[src/rtl/rtc_alarm_irq_pkg.sv]
package rtc_alarm_irq_pkg;

  // Strobes from the control decode to the state-holding datapath
  typedef struct packed {
    logic setStatus;   // accepted match: status becomes 1
    logic clrStatus;   // software clear with no competing match
    logic loadPulse;   // start or restart the pulse counter
    logic abortPulse;  // alarm path inactive: zero the counter
    logic countTick;   // consume one timebase tick
    logic selPulse;    // pin follows the pulse (1) or the status (0)
    logic pinEnable;   // pin may be driven low at all
  } alarmCtrl_t;

endpackage

[src/rtl/alarm_irq_ctrl.sv]
module alarm_irq_ctrl
  import rtc_alarm_irq_pkg::*;
(
  input  logic       almEnable,
  input  logic       intMode,
  input  logic       freqOutOn,
  input  logic       matchPulse,
  input  logic       statusClear,
  input  logic       tickEn,
  input  logic       pulseBusy,
  output alarmCtrl_t ctrl
);

  logic pathActive;
  logic matchTaken;

  // The frequency output function takes priority over the alarm
  assign pathActive = almEnable & ~freqOutOn;
  assign matchTaken = matchPulse & pathActive;

  always_comb begin
    ctrl            = '0;
    ctrl.setStatus  = matchTaken;
    ctrl.clrStatus  = statusClear & ~matchTaken;
    ctrl.loadPulse  = matchTaken & intMode;
    ctrl.abortPulse = ~pathActive;
    // a tick in the same cycle as a reload is not counted
    ctrl.countTick  = tickEn & pulseBusy & ~(matchTaken & intMode);
    ctrl.selPulse   = intMode;
    ctrl.pinEnable  = pathActive;
  end

endmodule

[src/rtl/alarm_irq_datapath.sv]
module alarm_irq_datapath
  import rtc_alarm_irq_pkg::*;
#(
  parameter int PULSE_TICKS = 8192
) (
  input  logic       clk,
  input  logic       rstN,
  input  alarmCtrl_t ctrl,
  output logic       pulseBusy,
  output logic       almStatus,
  output logic       irqN
);

  localparam int CNT_W = $clog2(PULSE_TICKS + 1);
  localparam logic [CNT_W-1:0] CNT_LOAD = CNT_W'(PULSE_TICKS);

  logic [CNT_W-1:0] pulseCnt;
  logic [CNT_W-1:0] pulseCntNext;
  logic             statusNext;
  logic             busyNext;
  logic             irqNNext;

  always_comb begin
    statusNext = almStatus;
    if (ctrl.setStatus) begin
      statusNext = 1'b1;
    end else if (ctrl.clrStatus) begin
      statusNext = 1'b0;
    end
  end

  always_comb begin
    pulseCntNext = pulseCnt;
    if (ctrl.abortPulse) begin
      pulseCntNext = '0;
    end else if (ctrl.loadPulse) begin
      pulseCntNext = CNT_LOAD;
    end else if (ctrl.countTick) begin
      pulseCntNext = pulseCnt - 1'b1;
    end
  end

  assign busyNext = (pulseCntNext != '0);

  // The pin is registered from the next-state values, so it moves on the same
  // edge as the status bit
  always_comb begin
    irqNNext = 1'b1;
    if (ctrl.pinEnable) begin
      irqNNext = ctrl.selPulse ? ~busyNext : ~statusNext;
    end
  end

  always_ff @(posedge clk or negedge rstN) begin
    if (!rstN) begin
      almStatus <= 1'b0;
      pulseCnt  <= '0;
      irqN      <= 1'b1;
    end else begin
      almStatus <= statusNext;
      pulseCnt  <= pulseCntNext;
      irqN      <= irqNNext;
    end
  end

  assign pulseBusy = (pulseCnt != '0);

endmodule

[src/rtl/rtc_alarm_irq.sv]
module rtc_alarm_irq
  import rtc_alarm_irq_pkg::*;
#(
  parameter int PULSE_TICKS = 8192
) (
  input  logic clk,
  input  logic rstN,
  input  logic almEnable,
  input  logic intMode,
  input  logic freqOutOn,
  input  logic matchPulse,
  input  logic statusClear,
  input  logic tickEn,
  output logic almStatus,
  output logic irqN
);

  alarmCtrl_t ctrl;
  logic       pulseBusy;

  alarm_irq_ctrl u_ctrl (
    .almEnable  (almEnable),
    .intMode    (intMode),
    .freqOutOn  (freqOutOn),
    .matchPulse (matchPulse),
    .statusClear(statusClear),
    .tickEn     (tickEn),
    .pulseBusy  (pulseBusy),
    .ctrl       (ctrl)
  );

  alarm_irq_datapath #(
    .PULSE_TICKS(PULSE_TICKS)
  ) u_dp (
    .clk      (clk),
    .rstN     (rstN),
    .ctrl     (ctrl),
    .pulseBusy(pulseBusy),
    .almStatus(almStatus),
    .irqN     (irqN)
  );

endmodule

[config.mk]
export PLATFORM = sky130hd
export DESIGN_NAME = rtc_alarm_irq
export DESIGN_NICKNAME = d
export VERILOG_FILES = /design/src/rtl/rtc_alarm_irq_pkg.sv /design/src/rtl/alarm_irq_ctrl.sv /design/src/rtl/alarm_irq_datapath.sv /design/src/rtl/rtc_alarm_irq.sv
export SDC_FILE = /design/constraint.sdc
export NUM_CORES = 1
export LEC_CHECK = 0
export ABC_AREA = 1
export BUFFER_PORTS_ARGS = -buffer_cell sky130_fd_sc_hd__buf_2
export CORE_MARGIN = 5
export CORE_UTILIZATION = 52
export CTS_CLUSTER_SIZE = 30
export DETAILED_ROUTE_END_ITERATION = 8
export GPL_TIMING_DRIVEN = 0
export MAX_ROUTING_LAYER = met4
export PLACE_DENSITY = 0.77
export SYNTH_ARGS = -nofsm -noshare
export SYNTH_HDL_FRONTEND = slang
export SYNTH_SLANG_ARGS = --single-unit
[constraint.sdc]
create_clock -name clk -period 1.6 [get_ports clk]
set_input_delay 0.08 -clock clk [delete_from_list [all_inputs] [get_ports clk]]
set_output_delay 0.08 -clock clk [all_outputs]
set_load 0.01 [all_outputs]
# After elaboration in Yosys (flattened, before gate mapping)
# Index checks and enable logic that the tools add are counted.
[word_totals]
reg_bits = 16
in_bits = 8
output_inout_bits = 2
elab_cells = 24
[classes]
addsub = 1
mux = 7
bitwise = 11
n_reduce_logical = 2
[ops]
columns = ["operator", "n"]
rows = [
  ["$mux W14", 3],
  ["$reduce_bool A14 Y1", 2],
  ["$sub A14 B1 Y14 const B", 1],
  ["$and A1 B1 Y1", 6],
  ["$not A1 Y1", 5],
  ["$mux W1", 4],
]

# Longest topological paths before layout
[logic_depth]
depth_word = 13
mapped_depth = 15
ltp_nobuf = 14

# Cells and area by module
# Synthesis repeated with hierarchy kept, for this count alone.
[hier_totals]
hier_cells = 168
hier_area_um2 = 1132.3
[by_module_without_submodules]
columns = ["module", "instances", "cells_each", "area_each_um2", "seq_area_each_um2"]
rows = [
  ["alarm_irq_datapath", 1, 151, 1049.8, 401.6],
  ["alarm_irq_ctrl", 1, 17, 82.6, 0.0],
]

# Worst setup path before layout
# OpenSTA, ideal clock, no wires.
[synth_timing]
path_kind = "flip-flop to flip-flop"
start = "register u_dp.pulseCnt[0]"
end = "register u_dp.irqN"
setup_ns = 0.060
arrival_time_ns = 1.560
required_ns = 1.540
setup_slack_ns = -0.021
stages_incl_launch_ff = 16
path_buffers = 1
period_less_slack_ns = 1.621
cell_sequence = "dfrtp_1 inv_1 ha_1 nand2_1 nor2_4 nand2_4 buf_6 nand3_2 nand2_2 nand3_2 nand2_1 nor2_1 nand2_1 nor2_1 nand2_1 nand2_1"
[synth_between]
elab_chain_len = 10
elab_cells_between_ends = 11
classes_between = "add/sub (1); mux (5); bitwise (3); reduce/logical (2)"
[synth_lines]
columns = ["item", "line", "rtl"]
rows = [
  ["start: declaration", "alarm_irq_datapath.sv:17", "logic [CNT_W-1:0] pulseCnt;"],
  ["start signal: assignment", "alarm_irq_datapath.sv:61", "pulseCnt <= pulseCntNext;"],
  ["branches (longest 3 deep; another with $sub A14 B1 Y14)", "-", ""],
  ["$mux W14 (*)", "alarm_irq_datapath.sv:38", "end else if (ctrl.countTick) begin"],
  ["$mux W14 (*)", "alarm_irq_datapath.sv:36", "end else if (ctrl.loadPulse) begin"],
  ["$mux W14 (*)", "alarm_irq_datapath.sv:34", "if (ctrl.abortPulse) begin"],
  ["$reduce_bool A14 Y1 (*)", "alarm_irq_datapath.sv:43", "assign busyNext = (pulseCntNext != '0);"],
  ["$not A1 Y1 (*)", "alarm_irq_datapath.sv:50", "irqNNext = ctrl.selPulse ? ~busyNext : ~statusNext;"],
  ["$mux W1 (*)", "alarm_irq_datapath.sv:50", ""],
  ["$mux W1 (*)", "alarm_irq_datapath.sv:49", "if (ctrl.pinEnable) begin"],
  ["via u_dp.irqNNext", "alarm_irq_datapath.sv:21", "logic irqNNext;"],
  ["end signal: assignment", "alarm_irq_datapath.sv:62", "irqN <= irqNNext;"],
  ["end: declaration", "alarm_irq_datapath.sv:11", "output logic irqN"],
]
# Mark *: on every way through the listed nets, which the timed path passes.

# Worst setup path in the final report
[layout_timing]
start = "register u_dp.pulseCnt[1]"
end = "register u_dp.irqN"
# The elaborated chain is that of the path after synthesis.

==> results.ini <==
[setup_path]
critPathRequiredTime_ps = 1850
reg2reg_from = u_dp.pulseCnt[1]$_DFF_PN0_
setup.worst_path.start = u_dp.pulseCnt[1]$_DFF_PN0_
path_max_fanout = 6
endpoint_kind = register
crit_type = register to register
critPathArrivalTime_ps = 2010
crit_path_start_kind = register

[finish]
utilization_pct = 70.3
areaGrowthSynthToFinish_pct = 27.5
antennaDiodeCount = 0
n_fill_cell = 164
drive_above_1_share_pct = 29.3
final_cell_area_mm2 = 0.00138
nNetsFinal = 198
final_cells = 215

[clocking]
clock_latency_ps = 300
cts_buffers = 3
cts-root-buf = clkbuf_4
clk_path_buf_depth = 2
clk_pin_slew_ps = 110
tritoncts = built
clock-sinks = 16
cts_max_level = 1

[worst_hold_path]
hp-start = statusClear
hp-class = primary input to register

[die]
num_rows = 16
pin_count = 10
die_y_um = 55.6
start_util_pct = 55.1
core-area_mm2 = 0.00196
die_w_um = 55.6
die-area_mm2 = 0.00309

[sta]
clock.fmax_mhz = 567
finalHoldViolations = 0
rsz0062_at_grt = true
finalSetupViolations = 2
slew_violations = 0
hold_ws_ps = 14.2
tightest_slew_ps = 464
slew-limit-headroom_pct = 69.1
finalWorstSetupSlack_ps = -162
period_share_pct = 110
final.min_clock_period_ps = 1760
fin_skew_ps = 2.23

[yosys]
synth_edf_count = 0
ys_warn_count = 0
syn-cell-area_mm2 = 0.00108
yosysTopAreaCell = dfrtp_1
synth-seq-cells = 16
synth_ff_type = dfrtp_1
syn_nets = 169
synth.distinct_cells = 23
synth.avg_cell_area_um2 = 6.76
synth.top_cell.area_share_pct = 34.7
yosys-top-cells-area = dfrtp_1 35%, inv_1 12%, nand2_1 12%, nand3_1 10%, nor2_1 8.3%
async_flop_share_pct = 100
syn_inst = 160
ys_seq_area_share_pct = 37.2

[drt]
antenna_left = 0
drt_pass1_iterations = 4
routed-via-count = 1141
vias_per_cell = 5.31
wire_per_inst_um = 12.7
drt_iter0_drc = 64
wirelength_um = 2730
drc = 0

[power_and_ir_drop]
p_leak_nw = 0.838
power_density_mw_per_mm2 = 1940
vdd_drop_max_mv = 0.884

[run_status]
violations = negative setup slack
status = finished with violations

[grt]
grt_pass1_vias = 1101
antenna_found_initial = 0
track_usage_pct = 19.0
grt_max_degree = 17
grt_overflow = 0
grt_pass1_wl_um = 4690

[run]
cap_violations = 0

[place]
dp.cells = 195
hpwlAfterDp_um = 1770
portBuffers = 8
place_congestion = 0.916
place_ws_ps = -228
post_dp_cell_area_mm2 = 0.00116

-- worst max-delay path, stage by stage, from the launching register on --
cell	delay (ps)
dfrtp_1	400
inv_2	80
ha_4	150
nand2_4	60
nor2_4	160
nand2_4	100
buf_6	140
nand3_2	60
nand2_2	60
nand3_2	60
nand2_1	60
nor2_1	100
nand2_1	80
nor2_1	100
nand2_1	60
nand2_1	50
-- cells in the mapped netlist (2+ instances only) --
cell type,count
nand3_1,22
nand4_1,10
nand2_1,34
nor2_1,24
inv_1,34
dfrtp_1,15
buf_2,2
nor2_4,2
nand3_2,2
o21ai_0,2
-- final timing paths --
| kind | endpoint | cells after the start | slack, ps |
|---|---|---|---|
| worst max-delay path | u_dp.irqN$_DFF_PN1_ | 15 | -160 |
| worst min-delay path | u_dp.almStatus$_DFF_PN0_ | 2 | 10 |
| worst max register to register | u_dp.irqN$_DFF_PN1_ | 15 | -160 |
| worst min register to register | u_dp.pulseCnt[0]$_DFF_PN0_ | 2 | 590 |
| max in group asynchronous | u_dp.irqN$_DFF_PN1_ | 2 | 1080 |
| min in group asynchronous | u_dp.pulseCnt[8]$_DFF_PN0_ | 2 | 220 |
-- stage by stage --
step	total power, mW	TNS, ps
final	2.67	-216
after global routing	2.89	-526
after CTS	2.46	-114
after detailed placement	1.90	-228
after global placement	1.86	-179
after floorplan	1.63	0
-- report_power, final --
part,leakage [nW],total [mW],switching [mW],internal (mW)
sequential,0.216,0.548,0.0659,0.482
combinational,0.601,1.83,1.07,0.761
clock,0.0210,0.287,0.148,0.139
total,0.838,2.67,1.29,1.38
-- cell usage in the layout (no fill, tap or decap), types with 2 or more instances in the layout --
| master | instances |
|---|---|
| buf_2 | 11 |
| nor2_2 | 6 |
| clkbuf_4 | 3 |
| buf_4 | 11 |
| buf_6 | 3 |
| nand2_1 | 30 |
| nand3_2 | 5 |
| nor2_1 | 19 |
| o21ai_0 | 2 |
| dfrtp_1 | 15 |
| nor2_4 | 2 |
| nand2_2 | 5 |
| inv_2 | 2 |
| nand3_1 | 19 |
| nand4_1 | 10 |
| nand2_4 | 2 |
| inv_1 | 32 |
-- sequential cells by signal, indices dropped and copies added (netlist names) --
register and flops:
u_dp.pulseCnt 14, u_dp.almStatus 1, u_dp.irqN 1
-- logic make-up (layout without fill, tap and decap cells) --
| family | count (synthesis) | in the layout | share of synthesized area (%) |
|---|---|---|---|
| buffers and inverters | 38 | 65 | 14.1 |
| adder cells (fa/ha/maj) | 1 | 1 | 1.16 |
| AND/OR/NAND/NOR | 100 | 101 | 44.4 |
| XOR/XNOR | 1 | 1 | 0.810 |
| AO/OA/AOI/OAI | 4 | 4 | 2.32 |
| flip-flops | 16 | 16 | 37.2 |
-- layout make-up --
class / instances / area (µm²) / area share, %
Sequential cell: 16 / 402 / 29.1
Timing Repair Buffer: 23 / 160 / 11.6
Buffer: 4 / 25.0 / 1.81
Tap cell: 27 / 33.8 / 2.45
Clock buffer: 4 / 36.3 / 2.63
Multi-Input combinational cell: 107 / 594 / 43.1
Inverter: 34 / 128 / 9.26
-- metal layers --
metal  GRT usage [%]  up-vias  wire length (µm)
met5               -        -                 0
met4            7.29        0                56
met1            24.0      526              1140
met2            30.6       51              1330
li1                -      553                 -
met3            3.02       11               203
-- what timing repair did --
action	CTS	global route
pin swaps	6	12
endpoints found under the setup margin	1	3
setup buffers	10	3
resized for setup	7	11
gates cloned	2	0
endpoints found under the hold margin	16	0
hold buffers	1	0
Note: power is estimated with default switching activity, not from simulation.
